--- config.mk ---
export PLATFORM = sky130hd
export DESIGN_NAME = eeboot_loader
export DESIGN_NICKNAME = d
export VERILOG_FILES = /design/src/rtl/eeboot_pkg.sv /design/src/rtl/eeboot_clkdiv.sv /design/src/rtl/eeboot_byte_io.sv /design/src/rtl/eeboot_seq.sv /design/src/rtl/eeboot_loader.sv
export SDC_FILE = /design/constraint.sdc
export NUM_CORES = 1
export LEC_CHECK = 0
export ABC_AREA = 0
export BUFFER_PORTS_ARGS = -buffer_cell sky130_fd_sc_hd__clkbuf_2
export CORE_ASPECT_RATIO = 0.6
export CORE_MARGIN = 4
export CORE_UTILIZATION = 60
export CTS_CLUSTER_SIZE = 8
export DETAILED_ROUTE_END_ITERATION = 8
export MAX_ROUTING_LAYER = met4
export PLACE_DENSITY = 0.85
export SYNTH_ARGS = -nofsm -noshare
export SYNTH_HDL_FRONTEND = slang
export SYNTH_SLANG_ARGS = --single-unit
--- constraint.sdc ---
create_clock -name clk_i -period 6.2 [get_ports clk_i]
set_clock_uncertainty 0.05 [all_clocks]
set_input_delay 1.86 -clock clk_i [delete_from_list [all_inputs] [get_ports clk_i]]
set_output_delay 1.86 -clock clk_i [all_outputs]
set_load 0.1 [all_outputs]
--- src/rtl/eeboot_pkg.sv ---
package eeboot_pkg;
  typedef enum logic [1:0] {CMD_START, CMD_STOP, CMD_WRITE, CMD_READ} io_cmd_e;
  typedef enum logic [3:0] {
    S_BOOT, S_ST1, S_DEVW, S_WADR, S_RST, S_DEVR, S_CNT, S_DAT, S_STOP, S_SLAVE
  } seq_state_e;
endpackage

--- src/rtl/eeboot_clkdiv.sv ---
module eeboot_clkdiv #(
  parameter int QDIV = 125
) (
  input  logic clk_i,
  input  logic rst_ni,
  output logic tick_o
);
  localparam int CW = (QDIV > 1) ? $clog2(QDIV) : 1;
  logic [CW-1:0] cnt_q;

  always_ff @(posedge clk_i or negedge rst_ni) begin
    if (!rst_ni) begin
      cnt_q  <= '0;
      tick_o <= 1'b0;
    end else if (cnt_q == CW'(QDIV - 1)) begin
      cnt_q  <= '0;
      tick_o <= 1'b1;
    end else begin
      cnt_q  <= cnt_q + 1'b1;
      tick_o <= 1'b0;
    end
  end
endmodule

--- src/rtl/eeboot_byte_io.sv ---
// Bit engine: each bit spends four quarter phases; SDA changes only in phase 0 (SCL low)
// except inside START/STOP.
module eeboot_byte_io
  import eeboot_pkg::*;
(
  input  logic       clk_i,
  input  logic       rst_ni,
  input  logic       tick_i,
  input  logic       cmd_valid_i,
  input  io_cmd_e    cmd_i,
  input  logic [7:0] tx_i,
  input  logic       rd_last_i,
  input  logic       sda_i,
  output logic       done_o,
  output logic       ack_o,
  output logic [7:0] rx_o,
  output logic       scl_o,
  output logic       sda_o
);
  io_cmd_e    cmd_q;
  logic       active_q, ack_q, nack_q, done_q, scl_q, sda_q;
  logic [1:0] ph_q;
  logic [3:0] bit_q;
  logic [7:0] sh_q;
  logic       ack_slot, last_bit, scl_n, sda_n, wbit;

  assign ack_slot = (bit_q == 4'd8);
  assign last_bit = (cmd_q == CMD_START || cmd_q == CMD_STOP) ? (bit_q == 4'd0) : ack_slot;

  always_comb begin
    if (cmd_q == CMD_WRITE) wbit = ack_slot ? 1'b1 : sh_q[7];
    else                    wbit = ack_slot ? ((ph_q == 2'd0) ? rd_last_i : nack_q) : 1'b1;
    case (cmd_q)
      CMD_START: begin scl_n = (ph_q == 2'd1 || ph_q == 2'd2); sda_n = (ph_q <= 2'd1); end
      CMD_STOP:  begin scl_n = (ph_q != 2'd0);                 sda_n = (ph_q >= 2'd2); end
      default:   begin scl_n = (ph_q == 2'd1 || ph_q == 2'd2); sda_n = wbit;           end
    endcase
  end

  always_ff @(posedge clk_i or negedge rst_ni) begin
    if (!rst_ni) begin
      cmd_q <= CMD_STOP; active_q <= 1'b0; ack_q <= 1'b0; nack_q <= 1'b0;
      done_q <= 1'b0; scl_q <= 1'b1; sda_q <= 1'b1;
      ph_q <= '0; bit_q <= '0; sh_q <= '0;
    end else begin
      done_q <= 1'b0;
      if (!active_q) begin
        if (cmd_valid_i) begin
          active_q <= 1'b1;
          cmd_q    <= cmd_i;
          ph_q     <= '0;
          bit_q    <= '0;
          sh_q     <= (cmd_i == CMD_WRITE) ? tx_i : 8'h00;
        end
      end else if (tick_i) begin
        scl_q <= scl_n;
        sda_q <= sda_n;
        ph_q  <= ph_q + 1'b1;
        if (ph_q == 2'd0 && ack_slot) nack_q <= rd_last_i;
        if (ph_q == 2'd2) begin
          if (ack_slot)                ack_q <= !sda_i;
          else if (cmd_q == CMD_READ)  sh_q  <= {sh_q[6:0], sda_i};
        end
        if (ph_q == 2'd3) begin
          if (cmd_q == CMD_WRITE && !ack_slot) sh_q <= {sh_q[6:0], 1'b0};
          if (last_bit) begin
            active_q <= 1'b0;
            done_q   <= 1'b1;
          end else begin
            bit_q <= bit_q + 1'b1;
          end
        end
      end
    end
  end

  assign done_o = done_q;
  assign ack_o  = ack_q;
  assign rx_o   = sh_q;
  assign scl_o  = scl_q;
  assign sda_o  = sda_q;
endmodule

--- src/rtl/eeboot_seq.sv ---
module eeboot_seq
  import eeboot_pkg::*;
#(
  parameter logic [6:0] EE_ADDR = 7'h50
) (
  input  logic       clk_i,
  input  logic       rst_ni,
  input  logic       strap_i,
  input  logic       done_i,
  input  logic       ack_i,
  input  logic [7:0] rx_i,
  output logic       cmd_valid_o,
  output io_cmd_e    cmd_o,
  output logic [7:0] tx_o,
  output logic       rd_last_o,
  output logic       reg_we_o,
  output logic [7:0] reg_addr_o,
  output logic [7:0] reg_data_o,
  output logic       busy_o,
  output logic       slave_en_o
);
  seq_state_e st_q;
  logic       issued_q, odd_q, we_q, cmd_state;
  logic [7:0] rem_q, adr_q, waddr_q, wdata_q;

  always_comb begin
    cmd_state = 1'b1;
    cmd_o     = CMD_READ;
    tx_o      = 8'h00;
    case (st_q)
      S_ST1, S_RST: cmd_o = CMD_START;
      S_DEVW: begin cmd_o = CMD_WRITE; tx_o = {EE_ADDR, 1'b0}; end
      S_WADR: begin cmd_o = CMD_WRITE; tx_o = 8'h00; end
      S_DEVR: begin cmd_o = CMD_WRITE; tx_o = {EE_ADDR, 1'b1}; end
      S_CNT, S_DAT: cmd_o = CMD_READ;
      S_STOP: cmd_o = CMD_STOP;
      default: cmd_state = 1'b0;
    endcase
  end

  assign cmd_valid_o = cmd_state && !issued_q;
  // the count byte is its own last byte when it reads zero
  assign rd_last_o   = (st_q == S_CNT) ? (rx_i == 8'h00) : (rem_q == 8'd1);

  always_ff @(posedge clk_i or negedge rst_ni) begin
    if (!rst_ni) begin
      st_q <= S_BOOT; issued_q <= 1'b0; odd_q <= 1'b0; we_q <= 1'b0;
      rem_q <= '0; adr_q <= '0; waddr_q <= '0; wdata_q <= '0;
    end else begin
      we_q <= 1'b0;
      if (cmd_valid_o) issued_q <= 1'b1;
      if (st_q == S_BOOT) begin
        st_q <= strap_i ? S_ST1 : S_SLAVE;
      end else if (done_i) begin
        issued_q <= 1'b0;
        case (st_q)
          S_ST1:  st_q <= S_DEVW;
          S_DEVW: st_q <= ack_i ? S_WADR : S_STOP;
          S_WADR: st_q <= ack_i ? S_RST : S_STOP;
          S_RST:  st_q <= S_DEVR;
          S_DEVR: st_q <= ack_i ? S_CNT : S_STOP;
          S_CNT: begin
            rem_q <= rx_i;
            odd_q <= 1'b0;
            st_q  <= (rx_i == 8'h00) ? S_STOP : S_DAT;
          end
          S_DAT: begin
            rem_q <= rem_q - 1'b1;
            odd_q <= !odd_q;
            if (!odd_q) adr_q <= rx_i;
            else begin
              we_q    <= 1'b1;
              waddr_q <= adr_q;
              wdata_q <= rx_i;
            end
            if (rem_q == 8'd1) st_q <= S_STOP;
          end
          S_STOP: st_q <= S_SLAVE;
          default: st_q <= st_q;
        endcase
      end
    end
  end

  assign reg_we_o   = we_q;
  assign reg_addr_o = waddr_q;
  assign reg_data_o = wdata_q;
  assign busy_o     = (st_q != S_SLAVE);
  assign slave_en_o = (st_q == S_SLAVE);
endmodule

--- src/rtl/eeboot_loader.sv ---
module eeboot_loader
  import eeboot_pkg::*;
#(
  parameter int         CLK_HZ     = 50_000_000,
  parameter int         SCL_HZ     = 100_000,
  parameter logic [6:0] EE_ADDR    = 7'h50,
  parameter logic [6:0] SLAVE_ADDR = 7'h20
) (
  input  logic       clk_i,
  input  logic       rst_ni,
  input  logic       strap_i,
  input  logic       sda_i,
  output logic       scl_oe_o,
  output logic       sda_oe_o,
  output logic       reg_we_o,
  output logic [7:0] reg_addr_o,
  output logic [7:0] reg_data_o,
  output logic       busy_o,
  output logic       slave_en_o,
  output logic [6:0] slave_addr_o
);
  localparam int QRAW = CLK_HZ / (4 * SCL_HZ);
  localparam int QDIV = (QRAW > 0) ? QRAW : 1;

  logic       tick, cmd_valid, rd_last, done, ack, scl_lvl, sda_lvl;
  io_cmd_e    cmd;
  logic [7:0] tx, rx;

  eeboot_clkdiv #(.QDIV(QDIV)) u_div (
    .clk_i(clk_i), .rst_ni(rst_ni), .tick_o(tick)
  );

  eeboot_byte_io u_io (
    .clk_i(clk_i), .rst_ni(rst_ni), .tick_i(tick), .cmd_valid_i(cmd_valid),
    .cmd_i(cmd), .tx_i(tx), .rd_last_i(rd_last), .sda_i(sda_i),
    .done_o(done), .ack_o(ack), .rx_o(rx), .scl_o(scl_lvl), .sda_o(sda_lvl)
  );

  eeboot_seq #(.EE_ADDR(EE_ADDR)) u_seq (
    .clk_i(clk_i), .rst_ni(rst_ni), .strap_i(strap_i), .done_i(done),
    .ack_i(ack), .rx_i(rx), .cmd_valid_o(cmd_valid), .cmd_o(cmd), .tx_o(tx),
    .rd_last_o(rd_last), .reg_we_o(reg_we_o), .reg_addr_o(reg_addr_o),
    .reg_data_o(reg_data_o), .busy_o(busy_o), .slave_en_o(slave_en_o)
  );

  assign scl_oe_o     = !scl_lvl;
  assign sda_oe_o     = !sda_lvl;
  assign slave_addr_o = SLAVE_ADDR;
endmodule

==> metrics.txt <==
# TYPE chip_impl_metric gauge
chip_impl_metric{name="clk-insertion-delay-late",unit="ps"} 350
chip_impl_metric{name="ir_drop_worst_vdd",unit="uV"} 144
chip_impl_metric{name="layout.core_utilization",unit=""} 0.693
chip_impl_metric{name="worst_ep_arrival_time",unit="ps"} 1980
chip_impl_metric{name="required",unit="ps"} 4290
chip_impl_metric{name="initial_antenna_violation_count",unit=""} 0
chip_impl_metric{name="fp.coreArea",unit="sq um"} 5700
chip_impl_metric{name="initial_utilization",unit=""} 0.631
chip_impl_metric{name="synthToLayoutAreaGrowth",unit="%"} 9.77
chip_impl_metric{name="finalWirelength",unit="mm"} 7.95
chip_impl_metric{name="largest_net_degree_at_the_start_of_global_routing",unit=""} 50
chip_impl_metric{name="number_of_global_route_vias_before_repair",unit=""} 2645
chip_impl_metric{name="synth.top_cell.area_share",unit=""} 0.459
chip_impl_metric{name="clock_sink_count",unit=""} 69
chip_impl_metric{name="cp_max_fo",unit=""} 29
chip_impl_metric{name="ys_ff_latch",unit=""} 69
chip_impl_metric{name="yosysWarnings",unit=""} 0
chip_impl_metric{name="fraction_of_final_layout_cells_with_drive_strength_greater_than_1",unit=""} 0.195
chip_impl_metric{name="max-slew-margin-rel",unit=""} 0.423
chip_impl_metric{name="standard_cell_area_after_detailed_placement",unit="sq um"} 3720
chip_impl_info{name="timing.critical_path.slowest_stage_cell",value="dfrtp_1"} 1
chip_impl_info{name="cp-endpoint",value="slave_en_o"} 1
chip_impl_metric{name="insertedDiodeCount",unit=""} 0
chip_impl_info{name="synth.largest_area_cell",value="dfrtp_1"} 1
chip_impl_metric{name="finalInstanceArea",unit="sq um"} 3950
chip_impl_metric{name="cts_max_path_buffers",unit=""} 2
chip_impl_metric{name="io_buffers",unit=""} 24
chip_impl_info{name="status",value="finished clean"} 1
chip_impl_info{name="grt_setup_unrepaired",value="false"} 1
chip_impl_info{name="worstReg2RegEnd",value="u_io.rx_o[0]"} 1
chip_impl_metric{name="cts_hold_buffers",unit=""} 0
chip_impl_metric{name="cts-htree-levels",unit=""} 3
chip_impl_metric{name="initialDrtViolationCount",unit=""} 327
chip_impl_metric{name="synth-edff-count",unit=""} 0
chip_impl_metric{name="layout_min_cycle_time",unit="ps"} 3890
chip_impl_metric{name="synthesis.instances",unit=""} 354
chip_impl_metric{name="dieArea",unit="sq um"} 7340
chip_impl_metric{name="clock.fmax",unit="MHz"} 257
chip_impl_metric{name="global_route_wire_length_before_repair",unit="mm"} 13.5
chip_impl_metric{name="floorplan.die.width",unit="um"} 108
chip_impl_metric{name="placement_rows",unit=""} 21
chip_impl_info{name="cp-start-kind",value="flip-flop"} 1
chip_impl_metric{name="maxCapViolations",unit=""} 0
chip_impl_metric{name="ys_async_sr_fraction",unit=""} 1.00
chip_impl_info{name="cts_root_buffer",value="clkbuf_8"} 1
chip_impl_metric{name="grt_overflow",unit=""} 0
chip_impl_metric{name="critical-path-max-stage-delay",unit="ps"} 910
chip_impl_metric{name="grt.total_usage",unit=""} 0.248
chip_impl_metric{name="cts_post_setup_buffers_inserted",unit=""} 0
chip_impl_metric{name="gpl.final_weighted_congestion",unit=""} 0.861
chip_impl_metric{name="clk_pin_slew_worst_paths",unit="ps"} 80
chip_impl_metric{name="num_io_pins",unit=""} 32
chip_impl_metric{name="final.setup.tns",unit="ps"} 0
chip_impl_metric{name="final-max-slew-violation-count",unit=""} 0
chip_impl_metric{name="remaining_drc_errors",unit=""} 0
chip_impl_info{name="hp-class",value="flip-flop to flip-flop"} 1
chip_impl_metric{name="pwr_density_cell",unit="nW/um^2"} 231
chip_impl_metric{name="synthesis.area",unit="sq um"} 3600
chip_impl_info{name="element_type_at_the_critical_path_end",value="output port"} 1
chip_impl_metric{name="synth_seq_area_share",unit=""} 0.481
chip_impl_metric{name="worst_slew_pin_slew",unit="ps"} 866
chip_impl_metric{name="final_routed_wire_length_divided_by_cell_count",unit="um"} 17.5
chip_impl_metric{name="syn_area_per_cell",unit="sq um"} 10.2
chip_impl_metric{name="cts_buffers",unit=""} 9
chip_impl_metric{name="netlist-cell-type-count",unit=""} 57
chip_impl_metric{name="via_count",unit=""} 2825
chip_impl_metric{name="fin_nets",unit=""} 384
chip_impl_metric{name="cts-resized-gates",unit=""} 0
chip_impl_metric{name="rrSetupSlack",unit="ps"} 3640
chip_impl_info{name="cts_tree",value="done"} 1
chip_impl_info{name="worst-setup-path-type",value="flip-flop to output port"} 1
chip_impl_metric{name="hold_viol",unit=""} 0
chip_impl_info{name="r2r-start",value="u_seq.st_q[0]"} 1
chip_impl_metric{name="antenna_left",unit=""} 0
chip_impl_info{name="cp-startpoint",value="u_seq.st_q[0]"} 1
chip_impl_metric{name="via_density_per_instance",unit=""} 6.21
chip_impl_metric{name="reg2reg_depth",unit=""} 4
chip_impl_info{name="yosys-top-cells-area",value="dfrtp_1, mux2_2, ha_1"} 1
chip_impl_metric{name="final-setup-viol-count",unit=""} 0
chip_impl_metric{name="die_h",unit="um"} 68.0
chip_impl_metric{name="portion_of_the_clock_cycle_consumed_by_the_worst_path_in_the_final_layout",unit=""} 0.628
chip_impl_info{name="synthFlopType",value="dfrtp_1"} 1
chip_impl_metric{name="dp_hpwl",unit="mm"} 5.38
chip_impl_metric{name="leakagePower",unit="uW"} 0.00186
chip_impl_metric{name="detailedRoute.firstPassIterationCount",unit=""} 5
chip_impl_info{name="timing.critical_path.cells",value="nand3_1, inv_1, clkbuf_2"} 1
[worst min-delay path by stage]
stage | to | slack (ps) | cells after the start | startpoint
2_1_floorplan | u_div.cnt_q[0] | 400 | 1 | u_div.cnt_q[0]
3_3_place_gp | u_seq.reg_data_o[5] | 420 | 2 | u_seq.reg_data_o[5]
3_5_place_dp | u_div.cnt_q[6] | 430 | 1 | u_div.cnt_q[6]
4_1_cts | u_div.cnt_q[6] | 440 | 1 | u_div.cnt_q[6]
5_1_grt | u_div.cnt_q[6] | 460 | 1 | u_div.cnt_q[6]
6_report | u_div.cnt_q[6] | 440 | 1 | u_div.cnt_q[6]
[cell families (layout without fill, tap and decap cells)]
family | after synthesis | after routing | synth area share
AOI/OAI and AO/OA | 93 | 93 | 0.173
other | 2 | 7 | 0.00209
adders and majority gates | 10 | 10 | 0.0348
muxes | 24 | 24 | 0.0751
buffers and inverters | 44 | 60 | 0.0539
DFF | 69 | 69 | 0.481
xor gates and xnor gates | 8 | 8 | 0.0195
and+or+nand+nor | 104 | 104 | 0.160
[Yosys cell counts (all sizes together), types with 3 or more instances]
library cell	count
and4b	3
nand2	18
o21ai	25
mux2	24
o22ai	6
inv	19
clkbuf	14
nand2b	6
a31oi	6
a22oi	6
a21o	6
a21oi	13
xnor2	4
dfrtp	66
o21a	3
nor2b	3
or4	3
and4	3
xor2	4
nor4	8
or3	4
o22a	3
o211ai	3
nor2	23
and3	4
nand4	4
a22o	5
nand3	15
dfstp	3
buf	11
ha	10
[state kept, by name (all words and copies together), names as in the netlist, 2 cells and up]
signal,count
u_io.rx_o,8
u_seq.adr_q,8
u_seq.reg_addr_o,8
u_seq.reg_data_o,8
u_seq.rem_q,8
u_div.cnt_q,7
u_io.bit_q,4
u_seq.st_q,4
u_io.cmd_q,2
u_io.ph_q,2
[where the power goes]
part | internal [uW] | switching, uW
sequential | 452 | 5.07
combinational | 4.36 | 31.8
clock | 232 | 186
total | 688 | 223
[layout by cell type, fill, tap and decap left out, drive strengths merged, types with 7 or more instances in the layout]
cell type / synthesis / final
nand3: 15 / 15
o21ai: 25 / 25
dfrtp: 66 / 66
conb: 2 / 7
inv: 19 / 22
ha: 10 / 10
mux2: 24 / 24
a21oi: 13 / 13
clkbuf: 14 / 32
nor4: 8 / 8
nor2: 23 / 23
nand2: 18 / 18
[critical path: cells and delay by family, from the launching register on]
kind | cells | cell delay [ps]
flops | 1 | 910
buf+inv | 2 | 540
simple gates | 1 | 180
[through the flow]
| step | hold WS (ps) | power [uW] | setup slack, ps | std cells |
|---|---|---|---|---|
| after floorplan | 397 | 493 | 1440 | 359 |
| after global placement | 416 | 502 | 2730 | 439 |
| after detailed placement | 430 | 502 | 2690 | 439 |
| after CTS | 439 | 919 | 2310 | 455 |
| after global routing | 458 | 947 | 2190 | 455 |
| final | 438 | 911 | 2310 | 455 |
[final cells by class]
type	count	area [sq um]
Clock buffer	9	124
Clock inverter	7	104
Fill cell	435	1750
Inverter	19	71.3
Multi-Input combinational cell	246	1690
Sequential cell	69	1730
Tap cell	80	100
Timing Repair Buffer	25	128
[routing by layer]
| metal | vias to the layer above | wire (um) | part of all wire | GRT usage |
|---|---|---|---|---|
| met2 | 136 | 3480 | 0.44 | 0.351 |
| li1 | 1314 | - | - | - |
| met4 | 0 | 100 | 0.013 | 0.0724 |
| met3 | 11 | 712 | 0.090 | 0.0707 |
| met5 | - | 0 | 0 | - |
| met1 | 1364 | 3650 | 0.46 | 0.349 |
Note: power is estimated with default switching activity, not from simulation.
